**src/rtl/bseq_pkg.sv**
```systemverilog
package bseq_pkg;

    localparam int BUS_W     = 16;
    localparam int LEN_W     = 2;
    localparam int LAT_W     = 2;
    localparam int WS_W      = 2;
    localparam int MIN_WORDS = 4;
    localparam int MAX_WORDS = MIN_WORDS << ((1 << LEN_W) - 1);
    localparam int IDX_W     = $clog2(MAX_WORDS);
    localparam int CYC_MAX   = 2 + (1 << LAT_W) + 2 * MAX_WORDS + (1 << WS_W);
    localparam int CYC_W     = $clog2(CYC_MAX);

    typedef struct packed {
        logic             wdir;
        logic [WS_W-1:0]  ws;
        logic [LAT_W-1:0] lat;
        logic [LEN_W-1:0] len;
        logic             hold;
        logic             en;
    } cfg_t;

    localparam int CFG_W = $bits(cfg_t);

    typedef logic [CYC_W-1:0] cyc_t;

    typedef enum logic [1:0] {
        ST_IDLE = 2'd0,
        ST_RUN  = 2'd1,
        ST_TAIL = 2'd2
    } st_e;

    // edge index at which the first word appears
    function automatic cyc_t first_cyc(cfg_t c);
        return cyc_t'(2) + cyc_t'(c.lat);
    endfunction

    // clocks occupied by all words (words times hold)
    function automatic cyc_t span_cyc(cfg_t c);
        cyc_t n;
        n = cyc_t'(MIN_WORDS) << c.len;
        return c.hold ? (n << 1) : n;
    endfunction

    // number of low chip-select edges in a complete burst
    function automatic cyc_t end_cyc(cfg_t c);
        return cyc_t'(1) + cyc_t'(c.lat) + span_cyc(c) + cyc_t'(c.ws);
    endfunction

endpackage

```
**src/rtl/bseq_cfg.sv**
```systemverilog
module bseq_cfg
    import bseq_pkg::*;
(
    input  logic             clk,
    input  logic             rst,
    input  logic             cfg_we,
    input  logic             exit_we,
    input  logic [CFG_W-1:0] wdata,
    output cfg_t             cfg_q
);

    cfg_t cfg_d;

    always_comb begin
        cfg_d = cfg_q;
        if (cfg_we) cfg_d = cfg_t'(wdata);
        if (exit_we) cfg_d.wdir = 1'b0;
    end

    always_ff @(posedge clk) begin
        if (rst) cfg_q <= '0;
        else     cfg_q <= cfg_d;
    end

endmodule

```
**src/rtl/bseq_fsm.sv**
```systemverilog
module bseq_fsm
    import bseq_pkg::*;
(
    input  logic clk,
    input  logic rst,
    input  logic ce_n,
    input  logic en,
    input  cyc_t end_c,
    output st_e  st,
    output cyc_t cyc,
    output logic done,
    output logic err
);

    always_ff @(posedge clk) begin
        if (rst) begin
            st   <= ST_IDLE;
            cyc  <= '0;
            done <= 1'b0;
            err  <= 1'b0;
        end else begin
            done <= 1'b0;
            unique case (st)
                ST_IDLE: begin
                    if (!ce_n && en) begin
                        st  <= ST_RUN;
                        cyc <= cyc_t'(1);
                        err <= 1'b0;
                    end
                end
                ST_RUN: begin
                    if (ce_n) begin
                        st   <= ST_IDLE;
                        cyc  <= '0;
                        done <= (cyc >= end_c);
                    end else if (cyc >= end_c) begin
                        st   <= ST_TAIL;
                        cyc  <= '0;
                        done <= 1'b1;
                        err  <= 1'b1;
                    end else begin
                        cyc <= cyc + 1'b1;
                    end
                end
                ST_TAIL: begin
                    if (ce_n) st <= ST_IDLE;
                end
                default: begin
                    st  <= ST_IDLE;
                    cyc <= '0;
                end
            endcase
        end
    end

endmodule

```
**src/rtl/bseq_data.sv**
```systemverilog
module bseq_data
    import bseq_pkg::*;
#(
    parameter int DW = BUS_W,
    parameter int IW = IDX_W
) (
    input  logic          clk,
    input  logic          rst,
    input  logic          ce_n,
    input  st_e           st,
    input  cyc_t          cyc,
    input  cyc_t          first_c,
    input  cyc_t          span_c,
    input  logic          hold,
    input  logic          wdir,
    input  logic          done,
    input  logic [DW-1:0] bus_in,
    output logic [DW-1:0] bus_out,
    output logic          bus_oe,
    output logic          cap_valid,
    output logic [DW-1:0] cap_data
);

    localparam int NW = DW - IW;

    cyc_t          off;
    logic          in_win;
    logic          cap_slot;
    logic [IW-1:0] idx;
    logic [NW-1:0] bnum;

    assign off    = cyc - first_c;
    assign in_win = (st == ST_RUN) && (cyc >= first_c) && (off < span_c);
    assign idx    = hold ? IW'(off >> 1) : IW'(off);

    assign bus_oe  = in_win && !ce_n && !wdir;
    assign bus_out = bus_oe ? {bnum, idx} : '0;

    // last clock of each word slot
    assign cap_slot = in_win && wdir && !ce_n && (!hold || off[0]);

    always_ff @(posedge clk) begin
        if (rst) begin
            bnum      <= '0;
            cap_valid <= 1'b0;
            cap_data  <= '0;
        end else begin
            if (done && !wdir) bnum <= bnum + 1'b1;
            cap_valid <= cap_slot;
            if (cap_slot) cap_data <= bus_in;
        end
    end

endmodule

```
**src/rtl/bseq_top.sv**
```systemverilog
module bseq_top
    import bseq_pkg::*;
#(
    parameter int DATA_W = BUS_W
) (
    input  logic              clk,
    input  logic              rst,
    input  logic [CFG_W-1:0]  reg_wdata,
    input  logic              cfg_we,
    input  logic              exit_we,
    input  logic              ce_n,
    input  logic [DATA_W-1:0] bus_in,
    output logic [DATA_W-1:0] bus_out,
    output logic              bus_oe,
    output logic              cap_valid,
    output logic [DATA_W-1:0] cap_data,
    output logic              done,
    output logic              err
);

    cfg_t cfg_q;
    st_e  st;
    cyc_t cyc;
    cyc_t first_c;
    cyc_t span_c;
    cyc_t end_c;

    assign first_c = first_cyc(cfg_q);
    assign span_c  = span_cyc(cfg_q);
    assign end_c   = end_cyc(cfg_q);

    bseq_cfg u_cfg (
        .clk     (clk),
        .rst     (rst),
        .cfg_we  (cfg_we),
        .exit_we (exit_we),
        .wdata   (reg_wdata),
        .cfg_q   (cfg_q)
    );

    bseq_fsm u_fsm (
        .clk   (clk),
        .rst   (rst),
        .ce_n  (ce_n),
        .en    (cfg_q.en),
        .end_c (end_c),
        .st    (st),
        .cyc   (cyc),
        .done  (done),
        .err   (err)
    );

    bseq_data #(
        .DW (DATA_W),
        .IW (IDX_W)
    ) u_data (
        .clk       (clk),
        .rst       (rst),
        .ce_n      (ce_n),
        .st        (st),
        .cyc       (cyc),
        .first_c   (first_c),
        .span_c    (span_c),
        .hold      (cfg_q.hold),
        .wdir      (cfg_q.wdir),
        .done      (done),
        .bus_in    (bus_in),
        .bus_out   (bus_out),
        .bus_oe    (bus_oe),
        .cap_valid (cap_valid),
        .cap_data  (cap_data)
    );

endmodule

```
**config.mk**
```make
export PLATFORM = sky130hd
export DESIGN_NAME = bseq_top
export DESIGN_NICKNAME = d
export VERILOG_FILES = /design/src/rtl/bseq_pkg.sv /design/src/rtl/bseq_cfg.sv /design/src/rtl/bseq_fsm.sv /design/src/rtl/bseq_data.sv /design/src/rtl/bseq_top.sv
export SDC_FILE = /design/constraint.sdc
export NUM_CORES = 1
export LEC_CHECK = 0
export ABC_CLOCK_PERIOD_IN_PS = 6250
export BUFFER_PORTS_ARGS = -buffer_cell sky130_fd_sc_hd__buf_4
export CORE_AREA = 2 2 73 75
export CTS_CLUSTER_SIZE = 14
export DETAILED_ROUTE_END_ITERATION = 10
export DIE_AREA = 0 0 75 77
export PLACE_DENSITY = 0.91
export SLEW_MARGIN = 20
export SYNTH_ARGS = -nofsm -noshare
export SYNTH_HDL_FRONTEND = slang
export SYNTH_SLANG_ARGS = --single-unit
```
**constraint.sdc**
```tcl
create_clock -name clk -period 6.25 [get_ports clk]
set_input_delay 1.25 -clock clk [delete_from_list [all_inputs] [get_ports clk]]
set_output_delay 1.25 -clock clk [all_outputs]
set_load 0.03 [all_outputs]
```
==> results of run 1 <==
power by group through the flow:
stage | Combinational [mW] | Sequential [mW] | Clock [mW]
6_report | 0.0822 | 0.316 | 0.182
5_1_grt | 0.0924 | 0.317 | 0.201
4_1_cts | 0.0823 | 0.316 | 0.187
3_5_place_dp | 0.0819 | 0.323 | 0
3_3_place_gp | 0.0778 | 0.323 | 0
2_1_floorplan | 0.0582 | 0.319 | 0
critical path: stages (launching register included):
cell	delay, ns
dfxtp_1	0.39
inv_1	0.08
ha_1	0.22
fa_1	0.41
o21ai_0	0.31
nor3_1	0.10
xor2_1	0.16
ha_1	0.34
a21oi_1	0.15
o211ai_1	0.10
a211oi_1	0.23
and2b_1	0.45
a21boi_0	0.26
buf_4	0.19
sequential cells by signal, indices dropped and copies added (netlist names):
register,count
u_data.bnum,11
u_fsm.st,2
u_data.cap_valid,1
u_fsm.done,1
u_fsm.cyc,7
u_data.cap_data,16
u_cfg.cfg_q,9
u_fsm.err,1
per-stage QoR:
| step | util | total power [mW] | hold WS [ns] | std cells | instance area [um^2] |
|---|---|---|---|---|---|
| 6_report | 0.6860 | 0.5804 | 0.4800 | 447 | 3415 |
| 5_1_grt | 0.6860 | 0.6104 | 0.4951 | 447 | 3415 |
| 4_1_cts | 0.6860 | 0.5848 | 0.4825 | 447 | 3415 |
| 3_5_place_dp | 0.6682 | 0.4050 | 0.4602 | 439 | 3326 |
| 3_3_place_gp | 0.6682 | 0.4006 | 0.4552 | 439 | 3326 |
| 2_1_floorplan | - | 0.3773 | 0.4517 | 319 | 2840 |
cell type report:
class | instances | area (um^2) | share of cell area
inverter | 11 | 41.29 | 0.01209
tap | 70 | 87.58 | 0.02565
multi-input combinational | 245 | 1748 | 0.5119
timing repair buffer | 65 | 488.0 | 0.1429
clock inverter | 2 | 16.27 | 0.004764
sequential | 48 | 960.9 | 0.2814
clock buffer | 6 | 72.57 | 0.02125
layer usage:
layer | GRT usage | vias to the layer above | share of wire
met5 | 0 | - | 0
met4 | 0.08214 | 0 | 0.014
met3 | 0.06570 | 9 | 0.073
met2 | 0.3614 | 73 | 0.48
met1 | 0.2794 | 1103 | 0.43
li1 | - | 1210 | -
kinds of logic after synthesis:
group | Yosys count
xor+xnor | 15
compound gates | 48
mux | 28
fa+ha+maj | 22
buf+inv | 26
flops | 48
simple gates | 132
final timing paths:
check	startpoint	endpoint	slack, ns	depth (start not counted)
worst max-delay path	u_fsm.cyc[0]$_SDFFE_PP0P_	bus_out[4]	1.30	13
worst min-delay path	u_data.cap_data[11]$_SDFFE_PP0P_	u_data.cap_data[11]$_SDFFE_PP0P_	0.48	2
worst min register to register	u_data.cap_data[11]$_SDFFE_PP0P_	u_data.cap_data[11]$_SDFFE_PP0P_	0.48	2
worst max register to register	u_fsm.cyc[0]$_SDFFE_PP0P_	u_data.cap_data[1]$_SDFFE_PP0P_	2.55	12
layout by cell type (no fill, tap or decap), types with 12 or more instances in the layout:
cell,Yosys,routed
buf_4,0,65
dfxtp_1,48,48
nand2b_1,37,37
mux2i_1,28,28
nor2_1,26,26
ha_1,20,20
a21oi_1,17,17
nand2_1,14,14
and2_1,13,13
xor2_1,12,12
==> results_dict.tcl, run 1 <==
set metrics [dict create \
    arrival_ns 3.70 \
    p_per_area_nw_per_um2 170.0 \
    synthFlopType "dfxtp_1" \
    cts_made_buffers 5 \
    n_antenna_cell 0 \
    sw_frac_of_total 0.2593 \
    synth_cells 319 \
    yosys.area_share.simple 0.2617 \
    drive_gt1_frac 0.2042 \
    seq_area_frac_synth 0.3383 \
    netlist_top_cells_count "dfxtp_1 (48), nand2b_1 (37), mux2i_1 (28)" \
    setup-violations-final 0 \
    synth_edf_count 0 \
    finalCritPeriodShare 0.7915 \
    clk_pin_slew_ns 0.09 \
    place.gp.congestion 0.8623 \
    ir_worst_vdd_mv 0.1183 \
    die_height_um 77 \
    max-slew-margin-rel 0.3438 \
    synthAdderAreaFrac 0.1022 \
    grt_pass1_wl_mm 10.31 \
    die_width_um 75 \
    netlist-cell-type-count 48 \
    drc 0 \
    synth_top_area_cell "dfxtp_1" \
    dr.pass1.iters 4 \
    yosys_warnings 0 \
    pre_cts_ws_ns 1.654 \
    cts.sinks 48 \
    switchingPower_mw 0.1505 \
    synth_compound_area_frac 0.1066 \
    drv_cap 0 \
    synth-xor-area-share 0.04626 \
    grt_usage 0.2246 \
    clock-skew-final_ns 0.005872 \
    core_area_um2 4977 \
    io_pins 66 \
    drtIter0Drc 102 \
    initial_core_util 0.5706 \
    grt_overflow_total 0 \
    synth_nets 371 \
    setup_ws_ns 1.303 \
    synth_mux_area_frac 0.09868 \
    slew_violations 0 \
    htree_levels 2 \
    p_clk_frac 0.314 \
    grt_pass1_vias 2291 \
    row_count 26 \
    die-area_um2 5775 \
    power_leakage_nw 1.455 \
    area_growth_pct 20.22 \
    portBuffers 65 \
    wire_per_inst_um 13.47 \
    setup_tns_ns 0 \
    antenna_found_initial 0 \
    post_cts_buffers 0 \
    async_reset_ff_frac 0 \
    yosys_register_bits 48 \
    nets 428 \
    hpwl_mm 4.635 \
    min_path_type "reg2reg" \
    rsz0062_at_grt "no" \
    critPathMaxFanout 17 \
    max_freq_ghz 0.2021 \
    grt_max_degree 62 \
    cts_root_buffer "clkbuf_8" \
    synth_top_family_by_area "simple AND/OR/NAND/NOR gates" \
    fillers 399 \
    hold_viol 0 \
    combPwrFrac 0.142 \
    cts_max_path_buffers 2 \
    synthTopCellsByArea "dfxtp_1 (34%), mux2i_1 (9.9%), ha_1 (8.8%), nand2b_1 (8.1%), xor2_1 (3.7%)" \
    yosys.area.top_type_share 0.3383 \
    via_count 2395 \
    via_per_inst 5.358 \
    status "finished clean" \
    crit_required_ns 5.00 \
    wl_mm 6.023 \
    insertion_delay_ns 0.30 \
    syn-cell-area_um2 2840 \
    cts_hold_buf 0 \
    synth_area_per_cell_um2 8.904 \
    end_kind "output pin" \
    ctsResizeCount 0 \
    cts_tree "done" \
    seqPwrFrac 0.544 \
    synth.most_common_cell "dfxtp_1" \
    min_period_ns 4.947 \
    worstSetupPathType "reg2out" \
    tightest_slew_ns 0.9843 \
    p_int_mw 0.4299 \
    cp-start-kind "register" \
    drtAntennaViolNets 0 \
]
No activity file was read; power rests on OpenSTA's default activity.
==> run 2: changes to the inputs <==
ABC_CLOCK_PERIOD_IN_PS = 4500   (was 6250)
CORE_AREA = 2 2 80 82   (was 2 2 73 75)
DIE_AREA = 0 0 82 84   (was 0 0 75 77)
PLACE_DENSITY = 0.81   (was 0.91)
clock period = 4.5 ns   (was 6.25 ns; I/O delays follow)
==> run 2 against run 1 <==
Clock power grew 45%. Register-to-register slack lost 1.2 ns. Global-route usage shrank 4.4 points. Final area grew 1.2%. Final cell count grew 2.0%. Clock-buffer cell count is the same. Via count grew 0.25%. Critical path type unchanged. Non-clock buffer count grew 2. Highest routed layer unchanged.
==> results_dict.tcl, run 2 (same netlist as run 1, synthesis figures left out) <==
set metrics [dict create \
    power_leakage_nw 1.469 \
    setup-violations-final 0 \
    via_per_inst 5.265 \
    placed_cells 447 \
    worst_r2r_path_depth 13 \
    switchingPower_mw 0.2187 \
    htree_levels 2 \
    wire_per_inst_um 12.91 \
    cts_root_buffer "clkbuf_8" \
    min_period_ns 4.202 \
    whs_endpoint "u_fsm.err$_SDFFE_PP0P_" \
    cts.sinks 48 \
    dr.pass1.iters 4 \
    worstReg2RegEnd "u_data.cap_data[10]$_SDFFE_PP0P_" \
    p_clk_frac 0.323 \
    pre_cts_ws_ns 0.3002 \
    place.gp.congestion 0.8048 \
    wl_mm 5.889 \
    reg2reg_from "u_fsm.cyc[0]$_SDFFE_PP0P_" \
    cpMaxStageDelayCell "fa_1" \
    hpwl_mm 4.377 \
    cts_made_buffers 5 \
    die_height_um 84 \
    cpPeakStageDelay_ns 0.42 \
    top_register "u_data.cap_data" \
    via_count 2401 \
    clock-skew-final_ns 0.01082 \
    crit_required_ns 3.60 \
    worstSetupPathType "reg2out" \
    cp-start-kind "register" \
    drc 0 \
    final-seq-area_um2 960.9 \
    arrival_ns 3.30 \
    min_from "u_fsm.err$_SDFFE_PP0P_" \
    grt_usage 0.1808 \
    drtAntennaViolNets 0 \
    grt_util_met2 0.2779 \
    critPathMaxFanout 15 \
    slew_violations 0 \
    layout_commonest_cell "buf_4" \
    final_cell_mix "buf_4 (66), dfxtp_1 (48), nand2b_1 (37)" \
    stdcell_count 456 \
    p_per_area_nw_per_um2 236.1 \
    status "finished clean" \
    largest_reg_flops 16 \
    clk_pin_slew_ns 0.09 \
    path_cells "inv_1 > ha_1 > fa_1 > o21ai_1 > nor3_1 > xor2_1 > ha_1 > a21oi_1 > o211ai_1 > a211oi_2 > and2b_2 > buf_12 > and2_1 > buf_4" \
    n_antenna_cell 0 \
    tightest_slew_ns 0.5650 \
    end_kind "output pin" \
    drv_cap 0 \
    max-slew-margin-rel 0.6228 \
    cts_tree "done" \
    seqPwrFrac 0.537 \
    use_met1 0.2330 \
    core_area_um2 6096 \
    sw_frac_of_total 0.2679 \
    setup_ws_ns 0.2975 \
    combPwrFrac 0.140 \
    max_freq_ghz 0.2380 \
    busiest_layer "met2" \
    p_int_mw 0.5975 \
    grt_overflow_total 0 \
    fillers 564 \
    min_path_cells 1 \
    portBuffers 65 \
    crit_top_cell "ha_1" \
    rrSetupSlack_ns 1.33 \
    finalCritPeriodShare 0.9339 \
    die_width_um 82 \
    die-area_um2 6888 \
    ir_worst_vdd_mv 0.1355 \
    setup_tns_ns 0 \
    use_met3 0.06061 \
    min_path_type "reg2reg" \
    rsz0062_at_grt "no" \
    antenna_found_initial 0 \
    reg_top3 "u_data.cap_data (16), u_data.bnum (11), u_cfg.cfg_q (9)" \
    grt_pass1_vias 2232 \
    insertion_delay_ns 0.31 \
    drtIter0Drc 96 \
    grt_pass1_wl_mm 9.894 \
    nets 430 \
    drive_gt1_frac 0.2137 \
    row_count 29 \
    io_pins 66 \
    grt_max_degree 62 \
    cts_max_path_buffers 2 \
    hold-worst-slack_ns 0.4771 \
    multiInputGateArea_um2 1754 \
    initial_core_util 0.4659 \
    area_growth_pct 21.72 \
    hold_viol 0 \
]
==> run 2: what timing repair did <==
action / 4_1_cts / 5_1_grt
setup endpoints to repair: 2 / 17
resized for setup: 1 / 2
hold buffers: 0 / 0
setup buffers: 0 / 1
==> run 2: layout make-up <==
type	count	area share
clock buffer	6	0.02099
clock inverter	2	0.004705
inverter	11	0.01194
multi-input combinational	245	0.5074
sequential	48	0.2780
tap	77	0.02787
timing repair buffer	67	0.1491
==> run 2: worst max-delay path, delay by kind of cell (launching register included) <==
family                   cells  cell delay [ns]
AO/OA/AOI/OAI                4             0.68
XOR/XNOR                     1             0.16
adder cells (fa/ha/maj)      3             0.98
buffers and inverters        3             0.36
flip-flops                   1             0.39
AND/OR/NAND/NOR              3             0.43
==> run 2: power by group through the flow <==
stage	clock network, mW	logic [mW]	registers (mW)
6_report	0.264	0.114	0.439
4_1_cts	0.274	0.114	0.439
3_5_place_dp	0	0.113	0.449
3_3_place_gp	0	0.109	0.448
5_1_grt	0.286	0.129	0.440
2_1_floorplan	0	0.0808	0.443
==> run 2: worst max path at each step <==
stage               cells past startpoint     endpoint                       from
finish                                 14   bus_out[7]  u_fsm.cyc[0]$_SDFFE_PP0P_
global route                           14  bus_out[10]  u_fsm.cyc[0]$_SDFFE_PP0P_
CTS                                    13   bus_out[4]  u_fsm.cyc[0]$_SDFFE_PP0P_
detailed placement                     13   bus_out[4]  u_fsm.cyc[0]$_SDFFE_PP0P_
global placement                       13   bus_out[3]  u_fsm.cyc[0]$_SDFFE_PP0P_
floorplan                              12   bus_out[3]  u_fsm.cyc[0]$_SDFFE_PP0P_
==> run 2: stage by stage <==
stage                     power, mW  utilization  instance area [um^2]
after CTS                    0.8259       0.5630                  3432
after floorplan              0.5240            -                  2840
after detailed placement     0.5614       0.5482                  3342
after global placement       0.5570       0.5482                  3342
final                        0.8162       0.5671                  3457
after global routing         0.8542       0.5671                  3457
==> run 2: metal layers <==
layer,up-vias,wire (um)
met3,10,395
met5,-,0
met1,1124,2598
met4,0,110
met2,57,2784
li1,1210,-
==> run 3: changes to the inputs <==
CELL_PAD_IN_SITES_DETAIL_PLACEMENT = 0   (was unset)
CELL_PAD_IN_SITES_GLOBAL_PLACEMENT = 1   (was unset)
CORE_AREA = 2 2 92 94   (was 2 2 80 82)
DIE_AREA = 0 0 94 96   (was 0 0 82 84)
GPL_TIMING_DRIVEN = 0   (was unset)
PLACE_DENSITY = 0.82   (was 0.81)
==> run 3 against run 2 <==
Critical path depth did not move. Final area rose by 4.4%. Sequential power fell by 1%. Sequential share of layout area fell by 1.0 points. Die area rose by 31%. First-iteration DRC count fell by 42%. Final cell count rose by 9.4%. Register-to-register slack improved by 0.08 ns. Worst setup slack got worse by 0.10 ns. Via count rose by 0.42%. Hold slack got worse by 0.0034 ns. Routed wire length rose by 8.8%. Critical endpoint is now bus_out[4]. Largest cell class unchanged. Highest routed layer unchanged.
==> results_dict.tcl, run 3 (same netlist as run 1, synthesis figures left out) <==
set metrics [dict create \
    p_clk_frac 0.335 \
    n_antenna_cell 0 \
    cts_made_buffers 5 \
    grt_max_degree 16 \
    max_freq_ghz 0.2323 \
    reg_top3 "u_data.cap_data (16), u_data.bnum (11), u_cfg.cfg_q (9)" \
    largest_reg_flops 16 \
    clock-skew-final_ns 0.01201 \
    pre_cts_ws_ns -0.05688 \
    crit_family "compound AO/OA/AOI/OAI gates" \
    hold_viol 0 \
    top_layer "met4" \
    crit_top_cell "buf_4" \
    power_leakage_nw 1.521 \
    htree_levels 2 \
    min_path_type "reg2reg" \
    die-area_um2 9024 \
    grt_overflow_total 0 \
    cp-start-kind "register" \
    portBuffers 64 \
    final_cell_mix "buf_4 (67), dfxtp_1 (46), nand2b_1 (37)" \
    cts_tree "done" \
    cp.buffers_inverters 3 \
    insertion_delay_ns 0.31 \
    arrival_ns 3.40 \
    p_int_mw 0.6157 \
    hpwl_mm 5.035 \
    via_per_inst 4.832 \
    initial_core_util 0.3528 \
    dr.pass1.iters 4 \
    tightest_slew_ns 0.6718 \
    worst_r2r_path_depth 14 \
    worstSetupPathType "reg2out" \
    met2_length_mm 2.973 \
    fillers 828 \
    design_area_um2 3608 \
    cts_root_buffer "clkbuf_8" \
    row_count 33 \
    switchingPower_mw 0.2232 \
    wl_mm 6.410 \
    cpPeakStageDelay_ns 0.38 \
    path_cells "inv_1 > ha_2 > fa_2 > o21ai_2 > nor3_1 > xor2_1 > ha_1 > a21oi_2 > o211ai_1 > a211oi_2 > and2b_2 > buf_4 > a21boi_1 > buf_4" \
    layout_commonest_cell "buf_4" \
    seqPwrFrac 0.517 \
    p_per_area_nw_per_um2 232.5 \
    die_width_um 94 \
    cpMaxStageDelayCell "fa_2" \
    grt_pass1_wl_mm 10.43 \
    antenna_found_initial 0 \
    clk_pin_slew_ns 0.10 \
    min_period_ns 4.304 \
    hold-worst-slack_ns 0.4737 \
    end_kind "output pin" \
    area_growth_pct 27.05 \
    combPwrFrac 0.147 \
    setup_ws_ns 0.1958 \
    met3_length_um 385 \
    rsz0062_at_grt "no" \
    sw_frac_of_total 0.2661 \
    status "finished clean" \
    place.gp.congestion 0.8226 \
    top_register "u_data.cap_data" \
    cts_max_path_buffers 2 \
    nets 445 \
    cts.sinks 48 \
    drtIter0Drc 56 \
    slew_violations 0 \
    io_pins 66 \
    wl_met1_mm 2.970 \
    die_height_um 96 \
    drive_gt1_frac 0.2411 \
    setup-violations-final 0 \
    min_path_cells 1 \
    drtAntennaViolNets 0 \
    cts_hold_buf 0 \
    drc 0 \
    grt_usage 0.1459 \
    cp_num_cells 14 \
    finalCritPeriodShare 0.9565 \
    via_count 2411 \
    max-slew-margin-rel 0.5521 \
    grt_pass1_vias 2258 \
    post_dp_cell_area_um2 3452 \
    ir_worst_vdd_mv 0.1216 \
    wire_per_inst_um 12.85 \
    crit_required_ns 3.60 \
    core_area_um2 8051 \
    critPathMaxFanout 6 \
    drv_cap 0 \
]
[run 3: cell types whose count changed in the layout (fill, tap and decap cells not counted), moves of 2 or more]
cell / before / now
clkbuf_1: 1 / 8
dfxtp_1: 48 / 46
buf_6: 0 / 3
buf_1: 0 / 2
a21boi_0: 2 / 0
ha_2: 0 / 2
a21boi_1: 0 / 2
ha_1: 20 / 18
[run 3: timing repair]
action | in CTS | in global routing
buffers inserted | 1 | 2
resized for setup | 4 | 13
hold endpoints to repair | 0 | 0
setup endpoints to repair | 17 | 12
pin swaps | 0 | 4
[run 3: area by class of cell]
cell class | count | area (um^2) | share of cell area
clock inverter | 2 | 13.76 | 0.003814
timing repair buffer | 67 | 503.0 | 0.1394
multi-input combinational | 245 | 1774 | 0.4917
inverter | 11 | 41.29 | 0.01144
tap | 105 | 131.4 | 0.03641
clock buffer | 6 | 82.58 | 0.02288
sequential | 48 | 965.9 | 0.2677
buffer | 15 | 96.34 | 0.02670
[run 3: worst paths after layout]
path | slack, ns | endpoint | start
worst max-delay path | 0.20 | bus_out[4] | u_fsm.cyc[0]$_SDFFE_PP0P_
worst min-delay path | 0.47 | u_fsm.err$_SDFFE_PP0P_ | u_fsm.err$_SDFFE_PP0P_
worst max register to register | 1.41 | u_data.cap_data[10]$_SDFFE_PP0P_ | u_fsm.cyc[0]$_SDFFE_PP0P_
worst min register to register | 0.47 | u_fsm.err$_SDFFE_PP0P_ | u_fsm.err$_SDFFE_PP0P_
[run 3: per-stage QoR]
stage | setup TNS [ns] | instances | total power, mW | util
floorplan | 0 | 319 | 0.5240 | -
global placement | -0.01224 | 488 | 0.5623 | 0.4287
detailed placement | -0.2760 | 488 | 0.5653 | 0.4287
CTS | 0 | 497 | 0.8497 | 0.4429
global route | 0 | 499 | 0.8779 | 0.4482
finish | 0 | 499 | 0.8390 | 0.4482
[run 3: power groups by stage]
stage	Sequential (mW)	Clock, mW	Combinational, mW
global placement	0.444	0	0.118
finish	0.434	0.281	0.123
global route	0.435	0.302	0.141
detailed placement	0.444	0	0.121
floorplan	0.443	0	0.0808
CTS	0.434	0.293	0.122
[run 3: per-layer routing]
metal  vias up  global-route usage
met1      1108              0.1824
met2        52              0.2393
met3         9             0.04777
met4         0             0.04589
met5         -                   0
li1       1242                   -
